`src/rtl/uart_tx_pkg.sv`:
```
package uart_tx_pkg;

    typedef enum logic [2:0] {
        ST_IDLE   = 3'd0,
        ST_START  = 3'd1,
        ST_DATA   = 3'd2,
        ST_PARITY = 3'd3,
        ST_STOP   = 3'd4
    } tx_state_e;

    typedef struct packed {
        logic [1:0] wlen;
        logic       stop_sel;
        logic       par_en;
        logic       par_even;
        logic       par_stick;
    } line_cfg_t;

endpackage

```
`src/rtl/uart_tx_holdreg.sv`:
```
module uart_tx_holdreg #(
    parameter int DATA_W = 8
) (
    input  logic              clk,
    input  logic              rst_n,
    input  logic              wr_i,
    input  logic [DATA_W-1:0] wr_data_i,
    input  logic              load_i,
    input  logic              free_i,
    output logic              full_o,
    output logic [DATA_W-1:0] data_o
);

    typedef struct packed {
        logic              full;
        logic              sent;
        logic [DATA_W-1:0] data;
    } hold_t;

    hold_t hold_d, hold_q;

    always_comb begin
        hold_d = hold_q;
        if (wr_i) begin
            hold_d.data = wr_data_i;
            hold_d.full = 1'b1;
            hold_d.sent = 1'b0;
        end else begin
            if (load_i) begin
                hold_d.sent = 1'b1;
            end
            if (free_i && hold_q.sent) begin
                hold_d.full = 1'b0;
            end
        end
    end

    always_ff @(posedge clk) begin
        if (!rst_n) begin
            hold_q <= '0;
        end else begin
            hold_q <= hold_d;
        end
    end

    assign full_o = hold_q.full;
    assign data_o = hold_q.data;

endmodule

```
`src/rtl/uart_tx_framer.sv`:
```
module uart_tx_framer
    import uart_tx_pkg::*;
#(
    parameter int DATA_W = 8,
    parameter int TPB    = 16,
    parameter int CNT_W  = $clog2(2 * TPB),
    parameter int IDX_W  = $clog2(DATA_W + 1)
) (
    input  logic [DATA_W-1:0] data_i,
    input  line_cfg_t         cfg_i,
    output logic [IDX_W-1:0]  nbits_o,
    output logic              par_en_o,
    output logic              par_bit_o,
    output logic [CNT_W-1:0]  stop_last_o
);

    localparam int MIN_BITS   = DATA_W - 3;
    localparam int STOP_ONE   = TPB - 1;
    localparam int STOP_HALF  = TPB + (TPB / 2) - 1;
    localparam int STOP_TWO   = 2 * TPB - 1;

    logic ones;

    always_comb begin
        nbits_o = IDX_W'(MIN_BITS) + IDX_W'(cfg_i.wlen);
        ones    = 1'b0;
        for (int i = 0; i < DATA_W; i++) begin
            if (IDX_W'(i) < nbits_o) begin
                ones = ones ^ data_i[i];
            end
        end

        par_en_o = cfg_i.par_en;
        if (cfg_i.par_stick) begin
            par_bit_o = ~cfg_i.par_even;
        end else if (cfg_i.par_even) begin
            par_bit_o = ones;
        end else begin
            par_bit_o = ~ones;
        end

        if (!cfg_i.stop_sel) begin
            stop_last_o = CNT_W'(STOP_ONE);
        end else if (cfg_i.wlen == 2'b00) begin
            stop_last_o = CNT_W'(STOP_HALF);
        end else begin
            stop_last_o = CNT_W'(STOP_TWO);
        end
    end

endmodule

```
`src/rtl/uart_tx_shifter.sv`:
```
module uart_tx_shifter
    import uart_tx_pkg::*;
#(
    parameter int DATA_W = 8,
    parameter int TPB    = 16,
    parameter int CNT_W  = $clog2(2 * TPB),
    parameter int IDX_W  = $clog2(DATA_W + 1)
) (
    input  logic              clk,
    input  logic              rst_n,
    input  logic              tick_i,
    input  logic              hold_full_i,
    input  logic [DATA_W-1:0] frame_data_i,
    input  logic [IDX_W-1:0]  nbits_i,
    input  logic              par_en_i,
    input  logic              par_bit_i,
    input  logic [CNT_W-1:0]  stop_last_i,
    output logic              load_o,
    output logic              free_o,
    output logic              busy_o,
    output logic              line_o
);

    localparam logic [CNT_W-1:0] BIT_LAST  = CNT_W'(TPB - 1);
    localparam logic [CNT_W-1:0] HALF_LAST = CNT_W'((TPB / 2) - 1);

    typedef struct packed {
        tx_state_e         st;
        logic [CNT_W-1:0]  cnt;
        logic [DATA_W-1:0] sh;
        logic [IDX_W-1:0]  idx;
        logic [IDX_W-1:0]  nb;
        logic              pen;
        logic              pbit;
        logic [CNT_W-1:0]  slast;
    } shf_t;

    shf_t shf_d, shf_q;
    logic load, free_hold, bit_end, stop_end;

    always_comb begin
        shf_d     = shf_q;
        load      = 1'b0;
        free_hold = 1'b0;
        bit_end   = (shf_q.cnt == BIT_LAST);
        stop_end  = (shf_q.cnt == shf_q.slast);

        if (tick_i) begin
            case (shf_q.st)
                ST_IDLE: begin
                    load = hold_full_i;
                end
                ST_START: begin
                    free_hold = (shf_q.cnt == HALF_LAST);
                    if (bit_end) begin
                        shf_d.st  = ST_DATA;
                        shf_d.cnt = '0;
                        shf_d.idx = '0;
                    end else begin
                        shf_d.cnt = shf_q.cnt + CNT_W'(1);
                    end
                end
                ST_DATA: begin
                    if (bit_end) begin
                        shf_d.cnt = '0;
                        shf_d.sh  = shf_q.sh >> 1;
                        if (shf_q.idx == shf_q.nb - IDX_W'(1)) begin
                            shf_d.st = shf_q.pen ? ST_PARITY : ST_STOP;
                        end else begin
                            shf_d.idx = shf_q.idx + IDX_W'(1);
                        end
                    end else begin
                        shf_d.cnt = shf_q.cnt + CNT_W'(1);
                    end
                end
                ST_PARITY: begin
                    if (bit_end) begin
                        shf_d.st  = ST_STOP;
                        shf_d.cnt = '0;
                    end else begin
                        shf_d.cnt = shf_q.cnt + CNT_W'(1);
                    end
                end
                ST_STOP: begin
                    if (stop_end) begin
                        if (hold_full_i) begin
                            load = 1'b1;
                        end else begin
                            shf_d.st  = ST_IDLE;
                            shf_d.cnt = '0;
                        end
                    end else begin
                        shf_d.cnt = shf_q.cnt + CNT_W'(1);
                    end
                end
                default: begin
                    shf_d.st  = ST_IDLE;
                    shf_d.cnt = '0;
                end
            endcase
        end

        if (load) begin
            shf_d.st    = ST_START;
            shf_d.cnt   = '0;
            shf_d.idx   = '0;
            shf_d.sh    = frame_data_i;
            shf_d.nb    = nbits_i;
            shf_d.pen   = par_en_i;
            shf_d.pbit  = par_bit_i;
            shf_d.slast = stop_last_i;
        end
    end

    always_ff @(posedge clk) begin
        if (!rst_n) begin
            shf_q    <= '0;
            shf_q.st <= ST_IDLE;
        end else begin
            shf_q <= shf_d;
        end
    end

    always_comb begin
        case (shf_q.st)
            ST_START:  line_o = 1'b0;
            ST_DATA:   line_o = shf_q.sh[0];
            ST_PARITY: line_o = shf_q.pbit;
            default:   line_o = 1'b1;
        endcase
    end

    assign load_o = load;
    assign free_o = free_hold;
    assign busy_o = (shf_q.st != ST_IDLE);

endmodule

```
`src/rtl/uart_tx_core.sv`:
```
module uart_tx_core
    import uart_tx_pkg::*;
#(
    parameter int DATA_W        = 8,
    parameter int TICKS_PER_BIT = 16
) (
    input  logic              clk,
    input  logic              rst_n,
    input  logic              tick16,
    input  logic              wr_valid,
    input  logic [DATA_W-1:0] wr_data,
    input  logic [1:0]        cfg_wlen,
    input  logic              cfg_stop_sel,
    input  logic              cfg_par_en,
    input  logic              cfg_par_even,
    input  logic              cfg_par_stick,
    input  logic              cfg_break,
    output logic              txd,
    output logic              hold_empty,
    output logic              tx_empty
);

    localparam int CNT_W = $clog2(2 * TICKS_PER_BIT);
    localparam int IDX_W = $clog2(DATA_W + 1);

    line_cfg_t         cfg;
    logic              hold_full;
    logic [DATA_W-1:0] hold_data;
    logic [IDX_W-1:0]  fr_nbits;
    logic              fr_par_en;
    logic              fr_par_bit;
    logic [CNT_W-1:0]  fr_stop_last;
    logic              shf_load;
    logic              shf_free;
    logic              shf_busy;
    logic              shf_line;

    always_comb begin
        cfg.wlen      = cfg_wlen;
        cfg.stop_sel  = cfg_stop_sel;
        cfg.par_en    = cfg_par_en;
        cfg.par_even  = cfg_par_even;
        cfg.par_stick = cfg_par_stick;
    end

    uart_tx_holdreg #(.DATA_W(DATA_W)) u_hold (
        .clk       (clk),
        .rst_n     (rst_n),
        .wr_i      (wr_valid),
        .wr_data_i (wr_data),
        .load_i    (shf_load),
        .free_i    (shf_free),
        .full_o    (hold_full),
        .data_o    (hold_data)
    );

    uart_tx_framer #(
        .DATA_W (DATA_W),
        .TPB    (TICKS_PER_BIT),
        .CNT_W  (CNT_W),
        .IDX_W  (IDX_W)
    ) u_framer (
        .data_i      (hold_data),
        .cfg_i       (cfg),
        .nbits_o     (fr_nbits),
        .par_en_o    (fr_par_en),
        .par_bit_o   (fr_par_bit),
        .stop_last_o (fr_stop_last)
    );

    uart_tx_shifter #(
        .DATA_W (DATA_W),
        .TPB    (TICKS_PER_BIT),
        .CNT_W  (CNT_W),
        .IDX_W  (IDX_W)
    ) u_shift (
        .clk          (clk),
        .rst_n        (rst_n),
        .tick_i       (tick16),
        .hold_full_i  (hold_full),
        .frame_data_i (hold_data),
        .nbits_i      (fr_nbits),
        .par_en_i     (fr_par_en),
        .par_bit_i    (fr_par_bit),
        .stop_last_i  (fr_stop_last),
        .load_o       (shf_load),
        .free_o       (shf_free),
        .busy_o       (shf_busy),
        .line_o       (shf_line)
    );

    assign txd        = cfg_break ? 1'b0 : shf_line;
    assign hold_empty = ~hold_full;
    assign tx_empty   = ~hold_full & ~shf_busy;

endmodule

```
`config.mk`:
```
export PLATFORM = sky130hd
export DESIGN_NAME = uart_tx_core
export DESIGN_NICKNAME = d
export VERILOG_FILES = /design/src/rtl/uart_tx_pkg.sv /design/src/rtl/uart_tx_holdreg.sv /design/src/rtl/uart_tx_framer.sv /design/src/rtl/uart_tx_shifter.sv /design/src/rtl/uart_tx_core.sv
export SDC_FILE = /design/constraint.sdc
export NUM_CORES = 1
export LEC_CHECK = 0
export ABC_AREA = 1
export BUFFER_PORTS_ARGS = -buffer_cell sky130_fd_sc_hd__buf_4
export CORE_MARGIN = 1
export CORE_UTILIZATION = 41
export CTS_CLUSTER_DIAMETER = 80
export CTS_CLUSTER_SIZE = 16
export DETAILED_ROUTE_END_ITERATION = 6
export GPL_TIMING_DRIVEN = 0
export SLEW_MARGIN = 20
export SYNTH_ARGS = -nofsm -noshare
export SYNTH_HDL_FRONTEND = slang
export SYNTH_SLANG_ARGS = --single-unit
```
`constraint.sdc`:
```
create_clock -name clk -period 2.3 [get_ports clk]
set_clock_uncertainty 0.2 [all_clocks]
set_input_delay 0.115 -clock clk [delete_from_list [all_inputs] [get_ports clk]]
set_output_delay 0.115 -clock clk [all_outputs]
set_load 0.05 [all_outputs]
```
### Word-level counts from Yosys, hierarchy flattened

Cells that the tools add are included.

* bits of input ports: 19
* word-level logic and storage cells: 117
* output and inout bits: 3
* register bits: 41

* add/subtract/negate cells: 4
* magnitude comparators: 8
* bitwise logic cells: 14
* reductions and logical operators: 16
* mux-type cells: 40
* equality and inequality tests: 23

Operators with widths (count)
* 8-bit one-hot mux with 5 select lines: 1
* 29-bit 2-to-1 mux: 1
* 1-bit 2-to-1 mux: 18
* 18-bit 2-to-1 mux: 1
* 3-bit 2-to-1 mux: 6
* 3-bit by 4-bit < comparator with 1-bit output (first input constant): 4
* 8-bit 2-to-1 mux: 2
* 8-bit AND reduction: 2
* 5-bit 2-to-1 mux: 3
* 3-bit by 2-bit inequality test with 1-bit output (second input constant): 5
* 12-bit 2-to-1 mux: 1
* 4-bit 2-to-1 mux: 3
* 2-bit by 1-bit inequality test with 1-bit output (second input constant): 5
* 2-bit nonzero test: 5
* 1-bit by 4-bit < comparator with 1-bit output (first input constant): 2
* 2-bit by 4-bit < comparator with 1-bit output (first input constant): 2
* 4-bit one-hot mux with 2 select lines: 1
* 1-bit XOR: 7
* 3-bit by 2-bit == test with 1-bit output (second input constant): 2
* 2-bit inequality test (second input constant): 3
* 3-bit inequality test (second input constant): 2
* 1-bit NOT: 6
* 3-bit AND reduction: 2
* 5-bit by 1-bit adder with 5-bit output (second input constant): 1
* other kinds (19): 20

### Depth between registers and ports, before layout

* depth after elaboration: 21
* gate-level depth with buffers: 15
* depth with buffers taken out: 15

### By module

From an unflattened synthesis, not the netlist that was laid out.

* cell total of the unflattened synthesis: 373
* area total of the unflattened synthesis: 2481.1 µm²

Modules (own cells, without submodules)
* uart_tx_shifter: times used 1, area each 1788.0 µm², seq. area each 620.6 µm², cells each 270
* uart_tx_holdreg: times used 1, area each 407.9 µm², seq. area each 200.2 µm², cells each 50
* uart_tx_framer: times used 1, area each 267.8 µm², seq. area each 0.0 µm², cells each 49
* uart_tx_core: times used 1, area each 17.5 µm², seq. area each 0.0 µm², cells each 4

### Worst setup path before layout

Ideal clock, no wire load.

* path type: register -> register
* start: register u_shift.shf_q[23] in the netlist's numbering
* end: register u_shift.shf_q[17] in the netlist's numbering
* stages on the path, launching flop included: 10
* period minus slack after synthesis: 1.829 ns
* arrival time: 1.501 ns
* library setup time: 0.128 ns
* data required time: 1.972 ns
* path slack: 0.471 ns
* cells stage by stage: dfxtp_1 ha_1 nand2_1 nor2_1 ha_1 nand2_1 nor2_2 nor2_4 a21oi_1 nor2_1

* cells in the longest elaborated chain, start to end: 6
* elaborated cells on any way between the ends: 10

RTL lines
* start, declared: RTL line uart_tx_shifter.sv:38 `shf_t shf_d, shf_q;`
* 5-bit == test: RTL line uart_tx_shifter.sv:46 `stop_end = (shf_q.cnt == shf_q.slast);`
* 1-bit 2-to-1 mux: RTL line uart_tx_shifter.sv:85 `if (stop_end) begin`
* 1-bit one-hot mux with 2 select lines: RTL line uart_tx_shifter.sv:49 `case (shf_q.st)`
* 1-bit 2-to-1 mux: RTL line uart_tx_shifter.sv:48 `if (tick_i) begin`
* 2-bit nonzero test (no source line)
* 3-bit AND reduction (no source line)

Several ways; a longest one is shown, not always the timed one.
A chain may end at the register's enable or synchronous reset.

### Worst setup path in the final report

* start: register u_shift.shf_q[27] in the netlist's numbering
* end: register u_shift.shf_q[3] in the netlist's numbering

* cells in the longest elaborated chain, start to end: 4

RTL lines (RTL line)
* 5-bit == test: uart_tx_shifter.sv:46
* 1-bit 2-to-1 mux: uart_tx_shifter.sv:85
* 1-bit one-hot mux with 2 select lines: uart_tx_shifter.sv:49
* 1-bit 2-to-1 mux: uart_tx_shifter.sv:48

No other way between the ends.

==> impl_metrics.yaml <==
logic_synthesis:
  synth_common_cells: "nand2_1 (76), dfxtp_1 (39), inv_1 (37), nor2_1 (33), a21oi_1 (26)"
  synth_simple_gate_area_frac: 0.290
  yosysMostFrequentCell: "nand2_1"
  yosysWarnings: 0
  synth-edff-count: 0
  synth_compound_area_frac: 0.167
  async_flop_share: 0
  synthMuxAreaShare: 0
  synth_ff_type: "dfxtp_1"
  synth_nets: 333
  avgSynthCellArea_um2: 6.90
  syn_area_um2: 2110
  synth_top_area_frac: 0.370
  synthAdderAreaFrac: 0.0474
  ys_seq_elements: 39
  ys_seq_area_frac: 0.370
  yosys-top-cells-area: "dfxtp_1 (37%), nand2_1 (14%), inv_1 (6.6%)"
  synth_largest_area_cell: "dfxtp_1"
  synthXorXnorAreaFrac: 0.0332
  synthCells: 306
  synth.distinct_cells: 32
  synth_top_family_by_area: "simple AND/OR/NAND/NOR gates"
setup_path:
  ff2ff_path_depth: 11
  arrival_ps: 2130
  crit_chain: "inv_2 > nand2_1 > nand2_1 > nor2_2 > nand2_2 > nand2_1 > nand2_2 > inv_4 > buf_8 > a31oi_1 > dlygate4sd3_1"
  worst-path-stages: 11
  crit_end: "u_shift.shf_q[3]$_SDFFE_PN0P_"
  crit_start: "u_shift.shf_q[27]$_SDFFE_PP0P_"
  worstSetupPathType: "register to register"
  path_buf_inv: 4
  cp_top_family: "buffers and inverters"
  crit_path_top_delay_cell: "dlygate4sd3_1"
  reg2reg_slack_ps: 160
  crit_required_ps: 2280
  start_kind: "register"
  endpoint_kind: "register"
  r2r_start: "u_shift.shf_q[27]$_SDFFE_PP0P_"
  r2r-end: "u_shift.shf_q[3]$_SDFFE_PN0P_"
  cpMostUsedCell: "nand2_1"
  crit_path_max_incr_delay_ps: 550
  critPathMaxFanout: 10
power:
  p_sw_w: 0.000787
  switching_share: 0.354
  p_clk_frac: 0.305
  ir_worst_vdd_mv: 0.421
  intPower_w: 0.00143
  power_density_nw_per_um2: 845
  power.leakage_nw: 1.18
  p_total_w: 0.00222
  power_frac_seq: 0.356
  combPwrFrac: 0.339
clock_tree:
  root_buffer: "clkbuf_8"
  numCtsBuffers: 5
  clockBufferDepth: 2
  clk_latency_ps: 290
  cts_tree: "yes"
  numClockSinks: 39
  cts.htree.levels: 2
  cts.clk_slew.worst_paths_ps: 80
sta:
  timing.setup.tns_ps: 0
  fin_crit_sh: 0.932
  slew_viol_final: 0
  fmax_mhz: 467
  finalHoldViolCount: 0
  report.final.setup_viol: 0
  tightest_slew_ps: 454
  setup_slack_ps: 156
  relSlewSlack: 0.697
  period_minus_slack_ps: 2140
  rsz0062_at_grt: "false"
route:
  viasPerCell: 4.80
  ant_nets: 0
  drt_iter0_markers: 91
  drt-met1-wl_um: 2310
  vias: 1998
  remaining_drc_errors: 0
  drt_wl_total_um: 4660
  dr_wl_met2_um: 2180
  first_pass_iters: 6
  routedWlPerCell_um: 11.2
  wl_met3_um: 136
  maxUsedRoutingLayer: "met4"
layout:
  drive_above_1_share: 0.146
  fin_nets: 375
  multi_input_area_um2: 1140
  stdcell_area_um2: 2630
  seqCellArea_um2: 781
  syn_to_final_growth_pct: 24.6
  num_antenna_cells: 0
  fin_cells: 416
  fillCellCount: 467
die:
  core-area_um2: 4850
  initial_core_util: 0.435
  pin_count: 22
  dieArea_um2: 5440
  die_h_um: 73.8
  rows: 25
  fp.dieW_um: 73.8
place:
  port_buffers: 21
  place_congestion: 0.887
  place_ws_ps: 169
  dp_hpwl_um: 3470
  dp_cells: 394
  placed_area_um2: 2350
global_routing:
  antenna_found_initial: 0
  grt_max_degree: 13
  grt_pass1_vias: 1834
  grt_pass1_wl_um: 7990
  grt.overflow.total: 0
  grt.total_usage: 0.191
outcome:
  outcome: "finished, final reports clean"
job:
  cap_violations: 0
worst_hold_path:
  hp-class: "input pin to register"
==> power by group through the flow <==
stage | registers [W] | clock network [W] | logic, W
6_report | 0.000791 | 0.000677 | 0.000754
5_1_grt | 0.000801 | 0.000721 | 0.000857
4_1_cts | 0.000791 | 0.000692 | 0.000754
3_5_place_dp | 0.000807 | 0 | 0.000729
3_3_place_gp | 0.000806 | 0 | 0.000725
2_1_floorplan | 0.000794 | 0 | 0.000567
==> layout make-up <==
type,count,area share
clock buffers,6,0.0276
inverters,43,0.0623
repair buffers,35,0.113
plain buffers,5,0.0119
flip-flops and latches,39,0.297
multi-input cells,219,0.433
clock inverters,2,0.0228
well taps,67,0.0319
==> flip-flops by register name, summed over array words and instances (netlist names) <==
| register | cells |
|---|---|
| u_hold.data_o | 8 |
| u_hold.hold_q | 1 |
| u_hold.full_o | 1 |
| u_shift.shf_q | 29 |
==> cell usage in the layout (no fill, tap or decap), types with 2 or more instances in the layout <==
cell type | netlist | layout
buf_4 | 0 | 21
nand3_1 | 16 | 16
nor2_4 | 4 | 5
ha_1 | 8 | 8
a21oi_1 | 26 | 26
clkbuf_8 | 0 | 5
nand2_2 | 2 | 2
nor2_1 | 33 | 33
a31oi_1 | 3 | 3
nor3_1 | 2 | 2
inv_1 | 37 | 37
clkbuf_1 | 3 | 4
o21ai_0 | 24 | 24
dlygate4sd3_1 | 0 | 14
bufinv_16 | 0 | 2
nand2_1 | 76 | 76
xnor2_1 | 2 | 2
nand4_1 | 2 | 2
xor2_1 | 6 | 6
o21ai_2 | 2 | 2
inv_2 | 5 | 5
dfxtp_1 | 39 | 39
nor2_2 | 3 | 2
==> per-stage QoR <==
stage | hold slack, ps | util
detailed placement | 135 | 0.485
global placement | 126 | 0.485
CTS | 17.6 | 0.541
floorplan | -6.53 | -
global route | 60.0 | 0.542
finish | 24.8 | 0.542
==> worst min path at each step <==
stage / cells past startpoint / startpoint / to / slack (ps)
after floorplan: 1 / wr_valid / u_hold.hold_q[8]$_SDFFE_PP0P_ / -7
after global placement: 2 / cfg_stop_sel / u_shift.shf_q[3]$_SDFFE_PN0P_ / 130
after detailed placement: 2 / wr_valid / u_hold.hold_q[8]$_SDFFE_PP0P_ / 130
after CTS: 4 / cfg_wlen[0] / u_shift.shf_q[7]$_SDFFE_PN0P_ / 20
after global routing: 4 / cfg_wlen[0] / u_shift.shf_q[7]$_SDFFE_PN0P_ / 60
final: 6 / cfg_par_stick / u_shift.shf_q[5]$_SDFFE_PN0P_ / 20
==> tightest hold or removal path, delay by kind of cell <==
family,cells,cell delay [ps]
simple gates,4,230
buf+inv,2,120
==> kinds of logic (layout without fill, tap and decap cells) <==
family / after synthesis / in the layout
simple gates: 141 / 141
compound gates: 62 / 62
buf+inv: 48 / 91
flops: 39 / 39
fa+ha+maj: 8 / 8
xor+xnor: 8 / 8
==> layer usage <==
layer / vias to the layer above / track usage
met5: - / 0
met4: 0 / 0.0449
met3: 5 / 0.0412
met2: 33 / 0.335
met1: 897 / 0.236
li1: 1063 / -
==> what timing repair did <==
action | in CTS | in global routing
hold endpoints to repair | 14 | 0
gates resized for setup | 0 | 1
setup buffers | 0 | 0
hold buffers | 14 | 0
endpoints found under the setup margin | 0 | 6
Note: power is estimated with default switching activity, not from simulation.
